$ cat config.mk
export PLATFORM = sky130hd
export DESIGN_NAME = dp2_mac
export DESIGN_NICKNAME = d
export VERILOG_FILES = /design/src/rtl/dp2_pkg.sv /design/src/rtl/dp2_lane_ext.sv /design/src/rtl/dp2_mul_term.sv /design/src/rtl/dp2_mac.sv
export SDC_FILE = /design/constraint.sdc
export NUM_CORES = 1
export LEC_CHECK = 0
export BUFFER_PORTS_ARGS = -buffer_cell sky130_fd_sc_hd__buf_2
export CORE_AREA = 2 2 305 247
export DETAILED_ROUTE_END_ITERATION = 7
export DIE_AREA = 0 0 307 249
export PLACE_DENSITY = 0.66
export SKIP_CTS_REPAIR_TIMING = 1
export SLEW_MARGIN = 5
export SYNTH_ARGS = -nofsm -noshare
export SYNTH_HDL_FRONTEND = slang
export SYNTH_HIERARCHICAL = 1
export SYNTH_SLANG_ARGS = --single-unit
$ cat constraint.sdc
create_clock -name clk -period 24.9 [get_ports clk]
set_clock_uncertainty 0.1 [all_clocks]
set_input_delay 1.245 -clock clk [delete_from_list [all_inputs] [get_ports clk]]
set_output_delay 1.245 -clock clk [all_outputs]
set_load 0.05 [all_outputs]
$ cat src/rtl/dp2_pkg.sv
package dp2_pkg;
    localparam int WORD_W = 32;
    localparam int WIDE_W = 16;
    localparam int NARROW_W = 8;

    typedef enum logic [1:0] {
        MODE_UU = 2'b00,
        MODE_US = 2'b01,
        MODE_SU = 2'b10,
        MODE_SS = 2'b11
    } dp2_mode_e;
endpackage

$ cat src/rtl/dp2_lane_ext.sv
module dp2_lane_ext #(
    parameter int IN_W  = 16,
    parameter int OUT_W = 32
) (
    input  logic [IN_W-1:0]  lane,
    input  logic             sgn,
    output logic [OUT_W-1:0] ext
);
    localparam int PAD_W = OUT_W - IN_W;

    always_comb begin
        ext = {{PAD_W{sgn & lane[IN_W-1]}}, lane};
    end
endmodule

$ cat src/rtl/dp2_mul_term.sv
module dp2_mul_term #(
    parameter int W = 32
) (
    input  logic [W-1:0] x,
    input  logic [W-1:0] y,
    output logic [W-1:0] p
);
    // Low W bits of a product do not depend on the signed interpretation
    always_comb begin
        p = x * y;
    end
endmodule

$ cat src/rtl/dp2_mac.sv
module dp2_mac
    import dp2_pkg::*;
#(
    parameter int ACC_W    = WORD_W,
    parameter int A_LANE_W = WIDE_W,
    parameter int B_LANE_W = NARROW_W,
    parameter bit REG_OUT  = 1'b1
) (
    input  logic             clk,
    input  logic             rst,
    input  logic             in_vld,
    input  logic [ACC_W-1:0] opa,
    input  logic [ACC_W-1:0] opb,
    input  logic [ACC_W-1:0] acc,
    input  logic             opa_sgn,
    input  logic             opb_sgn,
    input  logic             b_upper,
    output logic             out_vld,
    output logic [ACC_W-1:0] res
);
    localparam int TERMS = ACC_W / A_LANE_W;

    dp2_mode_e mode;
    logic      a_ext_sgn;
    logic      b_ext_sgn;

    assign mode = dp2_mode_e'({opa_sgn, opb_sgn});

    always_comb begin
        unique case (mode)
            MODE_UU: begin a_ext_sgn = 1'b0; b_ext_sgn = 1'b0; end
            MODE_US: begin a_ext_sgn = 1'b0; b_ext_sgn = 1'b1; end
            MODE_SU: begin a_ext_sgn = 1'b1; b_ext_sgn = 1'b0; end
            MODE_SS: begin a_ext_sgn = 1'b1; b_ext_sgn = 1'b1; end
            default: begin a_ext_sgn = 1'b0; b_ext_sgn = 1'b0; end
        endcase
    end

    logic [ACC_W-1:0] prod [TERMS];

    for (genvar k = 0; k < TERMS; k++) begin : g_term
        logic [A_LANE_W-1:0] a_lane;
        logic [B_LANE_W-1:0] b_lane;
        logic [ACC_W-1:0]    a_wide;
        logic [ACC_W-1:0]    b_wide;

        assign a_lane = opa[k*A_LANE_W +: A_LANE_W];
        assign b_lane = b_upper ? opb[(TERMS+k)*B_LANE_W +: B_LANE_W]
                                : opb[k*B_LANE_W +: B_LANE_W];

        dp2_lane_ext #(.IN_W(A_LANE_W), .OUT_W(ACC_W)) u_ext_a (
            .lane (a_lane),
            .sgn  (a_ext_sgn),
            .ext  (a_wide)
        );

        dp2_lane_ext #(.IN_W(B_LANE_W), .OUT_W(ACC_W)) u_ext_b (
            .lane (b_lane),
            .sgn  (b_ext_sgn),
            .ext  (b_wide)
        );

        dp2_mul_term #(.W(ACC_W)) u_mul (
            .x (a_wide),
            .y (b_wide),
            .p (prod[k])
        );
    end

    logic [ACC_W-1:0] sum_d;

    always_comb begin
        sum_d = acc;
        for (int k = 0; k < TERMS; k++) begin
            sum_d = sum_d + prod[k];
        end
    end

    if (REG_OUT) begin : g_reg
        logic             vld_q;
        logic [ACC_W-1:0] res_q;

        always_ff @(posedge clk) begin
            if (rst) begin
                vld_q <= 1'b0;
                res_q <= '0;
            end else begin
                vld_q <= in_vld;
                if (in_vld) begin
                    res_q <= sum_d;
                end
            end
        end

        assign out_vld = vld_q;
        assign res     = res_q;
    end else begin : g_comb
        assign out_vld = in_vld;
        assign res     = sum_d;
    end
endmodule

# [Yosys cells after proc, flatten, opt, wreduce, memory -nomap -nowiden]
# Index checks and enable logic that the tools add are counted.
[totals] ff_bits=33 output_inout_bits=33
[classes] n_eq_ne=3 addsub=2 bitwise_logic=4 mul=2 reduce_logical=5 mux=4
[ops] cell="32-bit adder" n=2
[ops] cell="17-bit by 9-bit multiplier with 26-bit output" n=2
[ops] cell="8-bit two-way mux" n=2
[ops] cell="2-bit OR reduction" n=4
[ops] cell="1-bit AND" n=4
[ops] cell="2-bit equality test (second input constant)" n=2
[ops] cell="1-bit one-hot mux with 2 select lines" n=2
[ops] cell="2-bit by 1-bit equality test with 1-bit output (second input constant)" n=1
[ops] cell="2-bit logical NOT" n=1

# [Longest topological paths before layout]
# Gate-level depths: netlist (run 1).
[logic_depth] word_depth=7 depth_mapped=39

# [Modules after synthesis]
# The synthesis (run 1) kept the hierarchy.
[by_module_without_submodules] mod="dp2_mul_term at g_term[1].u_mul" area_per_inst_um2=15881.5 seq_area_each_um2=0.0 instances=1 cells_per_inst=1726
[by_module_without_submodules] mod="dp2_mul_term at g_term[0].u_mul" area_per_inst_um2=15763.9 seq_area_each_um2=0.0 instances=1 cells_per_inst=1700
[by_module_without_submodules] mod="dp2_mac" area_per_inst_um2=3721.1 seq_area_each_um2=660.6 instances=1 cells_per_inst=419
[by_module_without_submodules] mod="dp2_lane_ext" area_per_inst_um2=239.0 seq_area_each_um2=0.0 instances=4 cells_per_inst=32

# [Worst setup path before layout (run 1)]
# No wires, ideal clock.
[synth_path] path_type="input-to-reg" startpoint="in b_upper" endpoint="reg g_reg.res_q[31] (netlist: res[31])" path_slack_ns=14.289 setup_ns=0.079 arrival_ns=10.432 t_required_ns=24.721 cell_stages=37 path_cell_list="clkbuf_1 -> mux2_2 -> and2_1 -> buf_4 -> clkbuf_1 -> nand2_1 -> fa_1 -> inv_1 -> fa_1 -> fa_1 -> inv_1 -> fa_1 -> inv_1 -> fa_1 -> inv_1 -> fa_1 -> inv_1 -> fa_1 -> fa_1 -> ha_1 -> a21o_1 -> a21o_1 -> a21o_1 -> nor3_1 -> a21oi_2 -> a221o_2 -> mux2i_1 -> o2111ai_1 -> fa_1 -> ha_1 -> clkbuf_1 -> a311oi_1 -> nand2_1 -> o22ai_1 -> mux2i_1 -> a211o_1 -> o211ai_1"
[synth_rtl] item="from (decl)" line_no="dp2_mac.sv:17" text="input logic b_upper,"
[synth_rtl] item="to (signal assigned)" line_no="dp2_mac.sv:90" text="res_q <= sum_d;"
[synth_rtl] item="to (decl)" line_no="dp2_mac.sv:81" text="logic [ACC_W-1:0] res_q;"

==> reports/metrics.cfg, run 1 <==
[clocking]
insertion_delay_ns=0.28
clk_pin_slew_worst_paths_ns=0.06
cts-buffers-inserted=5
clock-root-buffer=clkbuf_16
clock_sinks=33
htree_num_levels=2
clk_path_buf_depth=2
cts_tree=built

[synth]
async_reset_ff_share_pct=0
ys_seq_area_share_pct=1.819
synth-simple-area-share_pct=18.98
yosysWarnings=6
synth.most_common_cell=fa_1
yosysUniqueCellTypes=81
synthMuxAreaShare_pct=0.8543
synthTopCellsByArea=fa_1, and2_1, ha_1, inv_1, nand2_1
ys_top_cells_by_count=fa_1, and2_1, inv_1
netlist_area_mm2=0.03632
synth_edf_count=0
synth_flop_cell=dfxtp_1
synth_top_family_by_area=adder cells
ys_ff_latch=33
synth_compound_area_share_pct=5.419
syn_nets=5199
yosysTopAreaCell=fa_1
syn_area_per_cell_um2=9.142
synth.top_cell.area_share_pct=46.74
synth_xor_area_share_pct=4.664
netlist_instances=3973
synthAdderAreaFrac_pct=56.25

[route]
num_vias=24960
dr.pass1.iters=5
drc_errors=0
vias_per_cell=5.218
wl_per_cell_um=18.43
dr.first_iter.drc_count=1424
wl_um=88170
antenna_left=0

[timing]
hold_ws_ns=0.3510
period_needed_ns=12.47
final-max-slew-violation-count=0
finalSetupTns_ns=0
relSlewSlack_pct=41.11
finalSetupViolCount=0
fmax_ghz=0.08022
timing_hold_violations_final=0
layout_worst_path_cycle_share_pct=50.06
worstMarginPinSlew_ns=0.8801
rsz0062_at_grt=false

[worst_setup_path]
slowest_delay_ns=0.80
path_class=in2reg
critPathBufInv=6
cp_slowest_cell=buf_4
cp.required_ns=24.95
worstSetupStartpointType=primary input
crit_family=adder cells
cp-end-kind=flip-flop
critPathMaxFanout=118
worst_path_most_repeated_cell=fa_1
arrival_ns=12.51

[global_route]
grt_pass1_vias=26550
grt_antenna_before_repair=5
grt_pass1_wl_um=146100
grt_max_degree=119
overflow=0
grt_usage_pct=24.09
grtUsageMet1_pct=38.47
top_usage_layer=met1
grt_util_met2_pct=35.76
use_met3_pct=3.692

[floorplan]
rows=89
io_pins=135
die_h_um=249
fp.dieW_um=307
start_util_pct=49.57
dieArea_mm2=0.07644
core_area_mm2=0.07327

[final_layout]
final_cell_area_mm2=0.03686
fin_nets=5052
num-fill-cells=6934
syn_to_final_growth_pct=1.478
drive_above_1_share_pct=5.827

[status]
outcome=finished, final reports clean

[place]
io_buffers=134
dp_hpwl_um=69430
placed_area_mm2=0.03671
gp_congestion=0.9616

[run]
maxCapViolCount=0

[min_path]
hp-class=reg2reg

[final cells by class]
class                           count  area, um2  share of cell area [%]
Tap cell                          955       1195                   3.242
Sequential cell                    33      660.6                   1.792
Clock inverter                      3      17.52                 0.04752
Timing Repair Buffer              153      813.3                   2.206
Antenna cell                        1      2.502                0.006789
Multi-Input combinational cell   2903      31310                   84.93
Clock buffer                        5      125.1                  0.3395
Inverter                          730       2740                   7.434
[worst reg2reg max path, stage by stage (launching register included)]
cell and delay [ns]:
dfxtp_1 0.36, nor2_1 0.06, a211o_1 0.29, o211ai_1 0.07
[final timing paths]
kind	start	to	slack, ns	cells after the start
max	b_upper	res[31]$_SDFFE_PP0P_	12.43	30
min reg2reg	res[21]$_SDFFE_PP0P_	res[21]$_SDFFE_PP0P_	0.35	2
min	res[21]$_SDFFE_PP0P_	res[21]$_SDFFE_PP0P_	0.35	2
max reg2reg	res[31]$_SDFFE_PP0P_	res[31]$_SDFFE_PP0P_	23.95	3
[cells by family after synthesis]
logic type      count (synthesis)
compound gates                284
xor+xnor                      191
flops                          33
buf+inv                      1037
mux                            29
fa+ha+maj                    1124
simple gates                 1275
[through the flow]
step / std cells / setup WS [ns] / util [%]
detailed placement: 4774 / 12.28 / 50.11
floorplan: 3973 / 14.29 / -
global route: 4782 / 11.74 / 50.30
CTS: 4782 / 12.56 / 50.30
global placement: 4774 / 12.44 / 50.11
finish: 4783 / 12.43 / 50.30
[flip-flops by register name, summed over array words and instances, names as in the netlist]
signal and cells:
out_vld 1, res 32
[layout by cell type, fill, tap and decap left out, drive strengths merged, types with 6 or more instances in the layout]
master / synthesis / final
ha: 276 / 276
xnor2: 140 / 140
nand4: 16 / 16
o211ai: 10 / 10
nor2: 63 / 63
inv: 730 / 730
mux2: 16 / 16
fa: 848 / 848
a211oi: 13 / 13
a31oi: 8 / 8
o21ai: 55 / 55
o21a: 17 / 17
nand3: 22 / 22
nand2b: 6 / 6
nor3: 13 / 13
a21oi: 86 / 86
a21o: 39 / 39
mux2i: 13 / 13
nor2b: 11 / 11
o21bai: 9 / 9
nand2: 374 / 374
dfxtp: 33 / 33
xor2: 50 / 50
and2: 744 / 744
buf: 134 / 153
[routing by layer]
| layer | part of all wire, % | wire length, um |
|---|---|---|
| met1 | 50 | 43670 |
| met2 | 43 | 37620 |
| met3 | 7.1 | 6298 |
| met4 | 0.62 | 545 |
| met5 | 0.036 | 32 |
Power of run 1 is left out: the tool's default activity adds up to more than one toggle a clock period on the data nets, which glitch-free logic cannot reach.
==> inputs of run 2 (changes only) <==
==> constraint.sdc (replaced) <==
create_clock -name clk -period 12.2 [get_ports clk]
set_clock_uncertainty 0.1 [all_clocks]
set_input_delay 0.61 -clock clk [delete_from_list [all_inputs] [get_ports clk]]
set_output_delay 0.61 -clock clk [all_outputs]
set_load 0.05 [all_outputs]
==> run 2 against run 1 <==
First-iteration DRC count grew 12%. Die area is the same. Design area is essentially flat. Worst hold slack lost 0.0032 ns. Via count shrank 0.88%. Final cell count is essentially flat. Register-to-register slack lost 13 ns. Flip-flop and latch count is the same. Count of clock-buffer cells in the layout is the same. Wire length grew 0.47%. Non-clock buffer count shrank 4. Critical path depth grew 2.
==> reports/metrics.cfg, run 2 (synthesized netlist as in run 1, its figures left out) <==
[worst_setup_path]
cp.required_ns=12.30  ; was 24.95 ns
worstSetupStartpointType=primary input  ; unchanged
critPathMaxFanout=130  ; was 118
worstReg2RegEnd=res[31]$_SDFFE_PP0P_  ; unchanged
critPathBufInv=5  ; was 6
worst_path_most_repeated_cell=fa_1  ; unchanged
path_class=in2reg  ; unchanged
rr_worst_depth=3  ; unchanged
cp-end-kind=flip-flop  ; unchanged
crit_family=adder cells  ; unchanged
r2r-start=res[31]$_SDFFE_PP0P_  ; unchanged
arrival_ns=11.03  ; was 12.51 ns
slowest_delay_ns=0.90  ; was 0.80 ns
r2r_slack_ns=11.29  ; was 23.95 ns
cp_slowest_cell=o311ai_0  ; was buf_4

[floorplan]
fp.dieW_um=307  ; unchanged
core_area_mm2=0.07327  ; unchanged
die_h_um=249  ; unchanged
start_util_pct=49.57  ; unchanged
rows=89  ; unchanged
dieArea_mm2=0.07644  ; unchanged
io_pins=135  ; unchanged

[global_route]
grt_pass1_vias=26280  ; was 26,550
overflow=0  ; unchanged
grt_pass1_wl_um=145300  ; was 146,100 um
grt_antenna_before_repair=3  ; was 5
grt_usage_pct=24.15  ; was 24.09%
grt_max_degree=131  ; was 119

[place]
dp_hpwl_um=70240  ; was 69,430 um
io_buffers=134  ; unchanged
pre_cts_slack_ns=1.095  ; was 12.28 ns
gp_congestion=0.9330  ; was 0.9616

[final_layout]
num-fill-cells=6927  ; was 6,934
syn_to_final_growth_pct=1.430  ; was 1.478%
largest_reg_flops=32  ; unchanged
mostFrequentLayoutCells=fa_1, and2_1, inv_1  ; unchanged
final_common_cell=fa_1  ; unchanged
fin_nets=5048  ; was 5,052
drive_above_1_share_pct=5.728  ; was 5.827%

[timing]
rsz0062_at_grt=false  ; unchanged
finalSetupViolCount=0  ; unchanged
timing_hold_violations_final=0  ; unchanged
final-max-slew-violation-count=0  ; unchanged
setup_slack_ns=1.272  ; was 12.43 ns
fmax_ghz=0.09150
finalSetupTns_ns=0  ; unchanged
worstMarginPinSlew_ns=1.022  ; was 0.8801 ns
period_needed_ns=10.93
relSlewSlack_pct=30.98  ; was 41.11%
layout_worst_path_cycle_share_pct=89.58

[min_path]
worstHoldEndpoint=res[14]$_SDFFE_PP0P_  ; was res[21]$_SDFFE_PP0P_
min_path_cells=2  ; unchanged
holdCritStartpoint=res[14]$_SDFFE_PP0P_  ; was res[21]$_SDFFE_PP0P_
hp-class=reg2reg  ; unchanged

[clocking]
clk_pin_slew_worst_paths_ns=0.05  ; was 0.06 ns
clock-root-buffer=clkbuf_16  ; unchanged
insertion_delay_ns=0.27  ; was 0.28 ns
cts_tree=built  ; unchanged
htree_num_levels=2  ; unchanged
clock_sinks=33  ; unchanged
clk_path_buf_depth=2  ; unchanged
cts-buffers-inserted=5  ; unchanged

[route]
wl_um=88590  ; was 88,170 um
num_vias=24740  ; was 24,960
dr.first_iter.drc_count=1596  ; was 1,424
dr.pass1.iters=5  ; unchanged
wl_per_cell_um=18.54  ; was 18.43 um
drc_errors=0  ; unchanged
vias_per_cell=5.177  ; was 5.218
antenna_left=0  ; unchanged

[status]
outcome=finished, final reports clean  ; unchanged

[run]
maxCapViolCount=0  ; unchanged

[run 2: cell types whose count changed in the layout (fill, tap and decap cells not counted), sizes merged]
cell	delta
buf	-4
[run 2: final cells by class]
| type | count | area (um2) | area share, % |
|---|---|---|---|
| flip-flops and latches | 33 | 660.6 | 1.793 |
| diodes | 1 | 2.502 | 0.006792 |
| inverters | 730 | 2740 | 7.438 |
| repair buffers | 149 | 795.8 | 2.160 |
| multi-input cells | 2903 | 31310 | 84.97 |
| clock buffers | 5 | 125.1 | 0.3396 |
| clock inverters | 3 | 17.52 | 0.04755 |
| well taps | 955 | 1195 | 3.243 |
[run 2: how the worst max path moves through the flow]
| stage | start | end | slack, ns | depth (start not counted) |
|---|---|---|---|---|
| after global routing | b_upper | res[31]$_SDFFE_PP0P_ | 0.61 | 32 |
| after global placement | b_upper | res[28]$_SDFFE_PP0P_ | 1.32 | 33 |
| final | b_upper | res[31]$_SDFFE_PP0P_ | 1.27 | 32 |
| after detailed placement | b_upper | res[31]$_SDFFE_PP0P_ | 1.09 | 32 |
| after CTS | b_upper | res[31]$_SDFFE_PP0P_ | 1.35 | 32 |
| after floorplan | b_upper | res[31]$_SDFFE_PP0P_ | 2.22 | 37 |
[run 2: metal layers]
| layer | GRT usage, % | vias to the layer above | share of wire (%) |
|---|---|---|---|
| met1 | 37.98 | 12620 | 49 |
| li1 | - | 11420 | - |
| met4 | 2.118 | 2 | 0.91 |
| met3 | 4.211 | 56 | 7.3 |
| met2 | 36.01 | 649 | 42 |
| met5 | 0 | - | 0.018 |
[run 2: through the flow]
step | instance area, um2 | util (%) | instances | hold WS [ns]
after floorplan | 36320 | - | 3973 | 0.5625
after global placement | 36700 | 50.08 | 4770 | 0.3370
after detailed placement | 36700 | 50.08 | 4770 | 0.3405
after CTS | 36840 | 50.28 | 4778 | 0.3523
after global routing | 36840 | 50.28 | 4778 | 0.3835
final | 36840 | 50.28 | 4779 | 0.3478
[run 2: worst min-delay path: stages, from the launching register on]
cell,delay [ns]
dfxtp_1,0.32
nand2_1,0.05
o21ai_0,0.05
Power of run 2 is left out for the same reason.
